[config.mk]
export PLATFORM = sky130hd
export DESIGN_NAME = desc_walker
export DESIGN_NICKNAME = d
export VERILOG_FILES = /design/src/rtl/desc_walker.sv
export SDC_FILE = /design/constraint.sdc
export NUM_CORES = 1
export LEC_CHECK = 0
export BUFFER_PORTS_ARGS = -buffer_cell sky130_fd_sc_hd__buf_2
export CORE_MARGIN = 5
export CORE_UTILIZATION = 48
export DETAILED_ROUTE_END_ITERATION = 8
export MAX_ROUTING_LAYER = met4
export PLACE_DENSITY = 0.77
export SLEW_MARGIN = 10
export SYNTH_ARGS = -nofsm -noshare
export SYNTH_HDL_FRONTEND = slang
export SYNTH_SLANG_ARGS = --single-unit
[constraint.sdc]
create_clock -name clk -period 1.9 [get_ports clk]
set_input_delay 0.19 -clock clk [delete_from_list [all_inputs] [get_ports clk]]
set_output_delay 0.19 -clock clk [all_outputs]
set_load 0.005 [all_outputs]
[src/rtl/desc_walker.sv]
module desc_walker #(
  parameter int AW = 32
) (
  input  logic          clk,
  input  logic          rst_n,
  input  logic          start,
  input  logic          poll,
  input  logic [AW-1:0] list_base,
  input  logic          rx_dir,
  input  logic [6:0]    err_flags,
  output logic          rd_en,
  output logic [AW-1:0] rd_addr,
  input  logic          rd_valid,
  input  logic [31:0]   rd_data,
  output logic          cmd_valid,
  output logic [AW-1:0] cmd_addr,
  output logic [12:0]   cmd_bytes,
  input  logic          cmd_ready,
  output logic          wr_en,
  output logic [AW-1:0] wr_addr,
  output logic [31:0]   wr_data,
  input  logic          wr_ack,
  output logic          tx_int,
  output logic          rx_int,
  output logic          unavail
);
  typedef enum logic [2:0] {S_IDLE, S_FETCH, S_BUF1, S_BUF2, S_WB, S_HALT} st_t;

  st_t           st;
  logic [AW-1:0] cur;
  logic [1:0]    idx;
  logic [31:0]   words [4];
  logic          tx_q, rx_q;

  wire          chain    = words[0][4];
  wire          ring_end = words[0][5];
  wire          last     = words[0][2];
  wire          no_irq   = words[0][1];
  wire [12:0]   bs1      = words[1][12:0];
  wire [12:0]   bs2      = words[1][25:13];
  wire [AW-1:0] base_al  = {list_base[AW-1:2], 2'b00};
  wire [AW-1:0] buf1     = {words[2][AW-1:2], 2'b00};
  wire [AW-1:0] link     = {words[3][AW-1:2], 2'b00};
  wire          use1     = bs1 != '0;
  wire          use2     = !chain && bs2 != '0;

  logic [AW-1:0] nxt;
  always_comb begin
    if (chain)         nxt = link;
    else if (ring_end) nxt = base_al;
    else               nxt = cur + AW'(16);
  end

  logic unused_bits;
  assign unused_bits = ^{words[1][31:26], words[2][1:0], words[3][1:0], list_base[1:0]};

  assign rd_en     = st == S_FETCH;
  assign rd_addr   = cur + AW'({idx, 2'b00});
  assign cmd_valid = (st == S_BUF1 && use1) || (st == S_BUF2 && use2);
  assign cmd_addr  = st == S_BUF2 ? link : buf1;
  assign cmd_bytes = st == S_BUF2 ? bs2 : bs1;
  assign wr_en     = st == S_WB;
  assign wr_addr   = cur;
  assign wr_data   = {1'b0, |err_flags, words[0][29:0]};
  assign tx_int    = tx_q;
  assign rx_int    = rx_q;
  assign unavail   = st == S_HALT;

  always_ff @(posedge clk or negedge rst_n) begin
    if (!rst_n) begin
      st   <= S_IDLE;
      cur  <= '0;
      idx  <= '0;
      tx_q <= 1'b0;
      rx_q <= 1'b0;
      for (int i = 0; i < 4; i++) words[i] <= '0;
    end else begin
      tx_q <= 1'b0;
      rx_q <= 1'b0;
      case (st)
        S_IDLE: if (start) begin
          cur <= base_al;
          idx <= '0;
          st  <= S_FETCH;
        end
        S_FETCH: if (rd_valid) begin
          words[idx] <= rd_data;
          if (idx == 2'd0 && !rd_data[31]) st <= S_HALT;
          else begin
            idx <= idx + 2'd1;
            if (idx == 2'd3) st <= S_BUF1;
          end
        end
        S_BUF1: if (!use1 || cmd_ready) st <= chain ? S_WB : S_BUF2;
        S_BUF2: if (!use2 || cmd_ready) st <= S_WB;
        S_WB: if (wr_ack) begin
          cur <= nxt;
          idx <= '0;
          st  <= S_FETCH;
          if (last && !no_irq) begin
            tx_q <= !rx_dir;
            rx_q <= rx_dir;
          end
        end
        S_HALT: if (poll) begin
          idx <= '0;
          st  <= S_FETCH;
        end
        default: st <= S_IDLE;
      endcase
    end
  end
endmodule


==> flow_summary.ini, run 1 <==
[synthesis]
synth_area_leaders = dfrtp_1 46%, mux2_2 22%, nand2_1 2.1%
ys_types = 66
synth_warnings = 0
async_flop_share = 1.00
synth_cells = 739
synth_area_um2 = 8260
postSynthAreaPerCell_um2 = 11.2
synth_edf_count = 0
ys.flop_type = dfrtp_1
netlist.area_leader.share = 0.463
ys_ff_latch = 153
ys_seq_area_frac = 0.463
synth_area_leader_cell = dfrtp_1

[critical_path]
cp-end-kind = primary output
crit_arrival_ns = 2.32
rr_worst_depth = 8
crit_path_end = rd_addr[30]
r2r-end = wr_addr[26]
r2r-start = wr_addr[5]
crit_start = wr_addr[5]
crit_type = reg2out
ff2ff_setup_slack_ns = -0.41
cp.required_ns = 1.71
worst_setup_path_start_kind = flop
critPathMaxFanout = 4

[flow_run]
max_cap_violations = 0

[routing]
ant_nets = 0
drt_pass1_iterations = 6
via_per_inst = 6.11
wl_per_cell_um = 24.5
first_iter_violations = 738
drcViolationCount = 0
vias = 8372
routed_wl_um = 33500

[power_and_ir_drop]
p_leak_uw = 0.00622
power.density_nw_per_um2 = 1560
power_uw = 20300
ir_drop_mv = 0.848

[sta]
finalCriticalPeriod_ns = 2.51
skew_ns = 0.00994
finalMaxSlewViolations = 0
worst_slew_pin_slew_ns = 0.542
setup_ws_ns = -0.611
rsz0062_at_grt = yes
slew_headroom = 0.638
fmax_mhz = 398
setup_viol = 102
fin_crit_sh = 1.32
finalHoldViolations = 0

[cts]
clock-sinks = 153
clk_latency_ns = 0.43
root_buffer = clkbuf_16
cts_tree = done
numCtsBuffers = 17
cts_buffer_depth = 2
cts_max_level = 4
clk_transition_reported_paths_ns = 0.06

[cells_and_area]
fin_nets = 1217
area_delta_synth_final_pct = 57.3
design_area_um2 = 13000
final_cell_mix = 196 x buf_2, 151 x mux2_2, 145 x dfrtp_1
drive_above_1_share = 0.646
layout_commonest_cell = buf_2
final_util = 0.759

[placement]
io_buffers = 216
placed_area_um2 = 10400
dpl.hpwl_um = 20000
gp_congestion = 0.952

[global_route]
grt_pass1_vias = 7910
grt_first_pass_wirelength_um = 44300
overflow = 0
grt_usage = 0.296
antenna_found_initial = 3
grt_max_degree = 60

[floorplanning]
die_area_um2 = 19900
start_util = 0.483
die_h_um = 141
ioPinCount = 226
core_area_um2 = 17100
fp.dieW_um = 141
rows = 48

[outcome]
violations = negative setup slack
outcome = finished, violations left

[worst_hold_path]
hold_class = in2reg
-- cell families (layout without fill, tap and decap cells) --
kind of cell | count (synthesis) | in the layout | share of synthesized area
simple gates | 190 | 190 | 0.127
mux | 165 | 165 | 0.224
flops | 153 | 153 | 0.463
compound gates | 126 | 126 | 0.106
buf+inv | 66 | 464 | 0.0347
xor+xnor | 30 | 30 | 0.0318
fa+ha+maj | 8 | 8 | 0.0130
other cells | 1 | 10 | 0.000454
-- synth_stat cells (all sizes together) (4+ instances only) --
cell	n
mux2	161
dfrtp	153
nand2	48
nor2	45
o21ai	37
clkbuf	32
nor3	20
buf	18
inv	16
nand4	16
xor2	16
a21oi	15
xnor2	14
a221oi	12
nand3	12
nor4	12
a22o	9
a22oi	8
and3	7
ha	7
o22ai	6
o21a	5
o2bb2ai	5
and4	4
mux2i	4
nor2b	4
o211ai	4
o31a	4
-- routing by layer --
metal / vias to the layer above / track usage / share of wire
li1: 3507 / - / -
met1: 4137 / 0.366 / 0.37
met2: 590 / 0.474 / 0.49
met3: 138 / 0.0638 / 0.087
met4: 0 / 0.122 / 0.053
met5: - / - / 0
-- power breakdown --
| group | internal, µW | switching, µW | total, µW |
|---|---|---|---|
| clock network | 2030 | 1440 | 3470 |
| logic | 5710 | 4830 | 10500 |
| registers | 4820 | 1500 | 6330 |
-- area by class of cell --
type / count / area (µm²)
multi-input combinational: 526 / 4920
sequential: 153 / 3840
clock inverter: 11 / 139
clock buffer: 21 / 460
antenna: 3 / 7.51
inverter: 16 / 65.1
tap: 225 / 282
fill: 1040 / 4120
timing repair buffer: 416 / 3280
-- registers in the layout, summed over array words and instances, names as in the netlist --
register  cells
bs1          13
wr_data      30
tx_int        1
link         30
st            3
buf1         30
bs2          13
rx_int        1
wr_addr      30
idx           2
-- critical path, stage by stage (launching register included) --
cell and delay [ns]:
dfrtp_1 0.49, ha_4 0.21, nand4_4 0.11, nor4_4 0.32
buf_4 0.20, nand2_4 0.07, nor3b_2 0.21, xor2_1 0.15
buf_2 0.13
-- timing repair --
action / in CTS / in global routing
gates resized for setup: 105 / 145
gates cloned: 4 / 7
buffers inserted: 45 / 46
hold buffers: 2 / 0
hold endpoints to repair: 51 / 0
setup endpoints to repair: 79 / 219
pin swaps: 37 / 47
-- how the worst min path moves through the flow --
stage	slack [ns]	cells past startpoint	startpoint	end
after detailed placement	0.18	1	rst_n	buf1[3]
after global routing	0.02	2	rd_data[28]	wr_data[28]
after global placement	0.18	1	rst_n	wr_data[2]
after CTS	0.008	2	rd_data[0]	bs1[0]
after floorplan	-0.11	0	rst_n	bs1[0]
final	0.02	2	rd_data[0]	bs1[0]
-- stage by stage --
stage | setup WS, ns | hold slack (ns) | setup TNS (ns) | instances
5_1_grt | -0.668 | 0.0199 | -31.18 | 1371
3_3_place_gp | -0.0671 | 0.177 | -0.212 | 1243
3_5_place_dp | -0.0883 | 0.182 | -0.472 | 1243
2_1_floorplan | -0.0166 | -0.106 | -0.0166 | 745
4_1_cts | -0.493 | 0.00790 | -19.13 | 1325
6_report | -0.611 | 0.0166 | -26.25 | 1371
(Power assumes the default switching activity.)
==> run 2: changes to the inputs <==
--- a/config.mk
+++ b/config.mk
@@ -6,11 +6,14 @@
 export NUM_CORES = 1
 export LEC_CHECK = 0
 export BUFFER_PORTS_ARGS = -buffer_cell sky130_fd_sc_hd__buf_2
+export CELL_PAD_IN_SITES_DETAIL_PLACEMENT = 2
+export CELL_PAD_IN_SITES_GLOBAL_PLACEMENT = 2
 export CORE_MARGIN = 5
-export CORE_UTILIZATION = 48
+export CORE_UTILIZATION = 31
+export CTS_BUF_LIST = sky130_fd_sc_hd__clkbuf_4 sky130_fd_sc_hd__clkbuf_8
 export DETAILED_ROUTE_END_ITERATION = 8
 export MAX_ROUTING_LAYER = met4
-export PLACE_DENSITY = 0.77
+export PLACE_DENSITY_LB_ADDON = 0.1
 export SLEW_MARGIN = 10
 export SYNTH_ARGS = -nofsm -noshare
 export SYNTH_HDL_FRONTEND = slang
==> run 2 against run 1 <==
Effect of this change:
- the flow still finishes with violations (negative setup slack)
- worst setup slack gained 0.040 ns
- non-clock buffer count grew 3
- total power shrank 0.52%
==> flow_summary.ini, run 2 (same netlist as run 1, synthesis figures left out) <==
[critical_path]
critPathMaxFanout = 3
crit_type = reg2out
crit_arrival_ns = 2.28
worst_setup_path_start_kind = flop
cp.required_ns = 1.71
cp-end-kind = primary output

[power_and_ir_drop]
swShare = 0.413
p_switching_uw = 8360
p_leak_uw = 0.00623
p_clk_frac = 0.133
p_seq_frac = 0.312
ir_drop_mv = 0.688
power.density_nw_per_um2 = 1550
intPower_uw = 11900
power_frac_comb = 0.555

[cells_and_area]
fin_cells = 1481
area_delta_synth_final_pct = 58.2
final_cell_mix = 176 x buf_2, 149 x dfrtp_1, 128 x mux2_2
fin_nets = 1220
drive_above_1_share = 0.611
layout_commonest_cell = buf_2
final_util = 0.500
antenna_cells = 0

[floorplanning]
start_util = 0.316
die_area_um2 = 30000
rows = 59
die_h_um = 173
ioPinCount = 226
core_area_um2 = 26100
fp.dieW_um = 173

[cts]
clk_latency_ns = 0.48
cts_buffer_depth = 2
cts_tree = done
clock-sinks = 153
cts_max_level = 4
numCtsBuffers = 17
root_buffer = clkbuf_8
clk_transition_reported_paths_ns = 0.11

[routing]
wl_met1_um = 16300
drt_pass1_iterations = 5
ant_nets = 0
vias = 7927
top_layer_used = met4
wl_met2_um = 20100
first_iter_violations = 415
drcViolationCount = 0
routed_wl_um = 38800
via_per_inst = 5.35
met3_length_um = 1810
wl_per_cell_um = 26.2

[placement]
dp_cells = 1352
io_buffers = 216
preCtsSetupSlack_ns = -0.178
gp_congestion = 0.907
dpl.hpwl_um = 25500

[sta]
worst_slew_pin_slew_ns = 0.586
setup_ws_ns = -0.571
rsz0062_at_grt = yes
fmax_mhz = 405
slew_headroom = 0.609
fin_crit_sh = 1.30
setup_viol = 85
finalCriticalPeriod_ns = 2.47
skew_ns = 0.0126
finalMaxSlewViolations = 0
finalHoldViolations = 0

[global_route]
grt_usage = 0.252
antenna_found_initial = 1
grt_first_pass_wirelength_um = 57000
overflow = 0
grt_max_degree = 50
grt_pass1_vias = 9077

[worst_hold_path]
hold_class = in2reg

[outcome]
outcome = finished, violations left
violations = negative setup slack

[flow_run]
max_cap_violations = 0
run 2: power by group through the flow:
stage               clock network, µW  registers (µW)  logic [µW]
floorplan                           0            5880        4050
global placement                    0            6060        8150
detailed placement                  0            6210        8470
CTS                              2750            6190       10100
global route                     2900            6500       12000
finish                           2690            6310       11200
run 2: layer usage:
metal,up-vias,track usage
li1,3497,-
met1,4150,0.309
met2,237,0.433
met3,43,0.0482
met4,0,0.0619
met5,-,-
run 2: worst paths after layout:
| path | from | end | cells after the start | slack (ns) |
|---|---|---|---|---|
| max | wr_addr[4] | rd_addr[30] | 8 | -0.57 |
| min | rd_data[17] | wr_data[17] | 2 | 0.03 |
| max reg2reg | wr_addr[4] | wr_addr[28] | 9 | -0.31 |
| min reg2reg | wr_data[14] | wr_data[14] | 1 | 0.51 |
| max in group asynchronous | rst_n | link[5] | 3 | 1.05 |
| min in group asynchronous | rst_n | wr_addr[31] | 2 | 0.24 |
run 2: timing repair:
action / 4_1_cts / 5_1_grt
endpoints found under the hold margin: 115 / 1
resized for setup: 162 / 130
hold buffers: 29 / 1
cloned: 8 / 1
setup endpoints to repair: 82 / 203
pin swaps: 51 / 38
setup buffers: 49 / 29
run 2: stage by stage:
step                      hold WS (ns)  instance area (µm²)  TNS (ns)  total power, µW
after CTS                      0.00212                12500    -27.85            19100
after detailed placement         0.199                10500     -1.16            14700
after global routing          -0.00169                13100    -33.19            21400
after global placement           0.180                10500    -0.159            14200
after floorplan                 -0.106                 8300   -0.0166             9930
final                           0.0262                13100    -26.67            20200
run 2: worst max-delay path, stage by stage, from the launching register on:
cell     delay, ns
dfrtp_1       0.39
buf_4         0.14
ha_4          0.15
nand4_4       0.11
nor4_4        0.31
nand2_2       0.18
nor3b_2       0.21
xor2_1        0.18
buf_2         0.14
run 2: layout make-up:
cell class	count	area [µm²]
clock buffer	17	234
multi-input combinational	526	4950
sequential	153	3830
clock inverter	15	198
inverter	16	65.1
tap	335	419
fill	2629	13100
timing repair buffer	419	3370
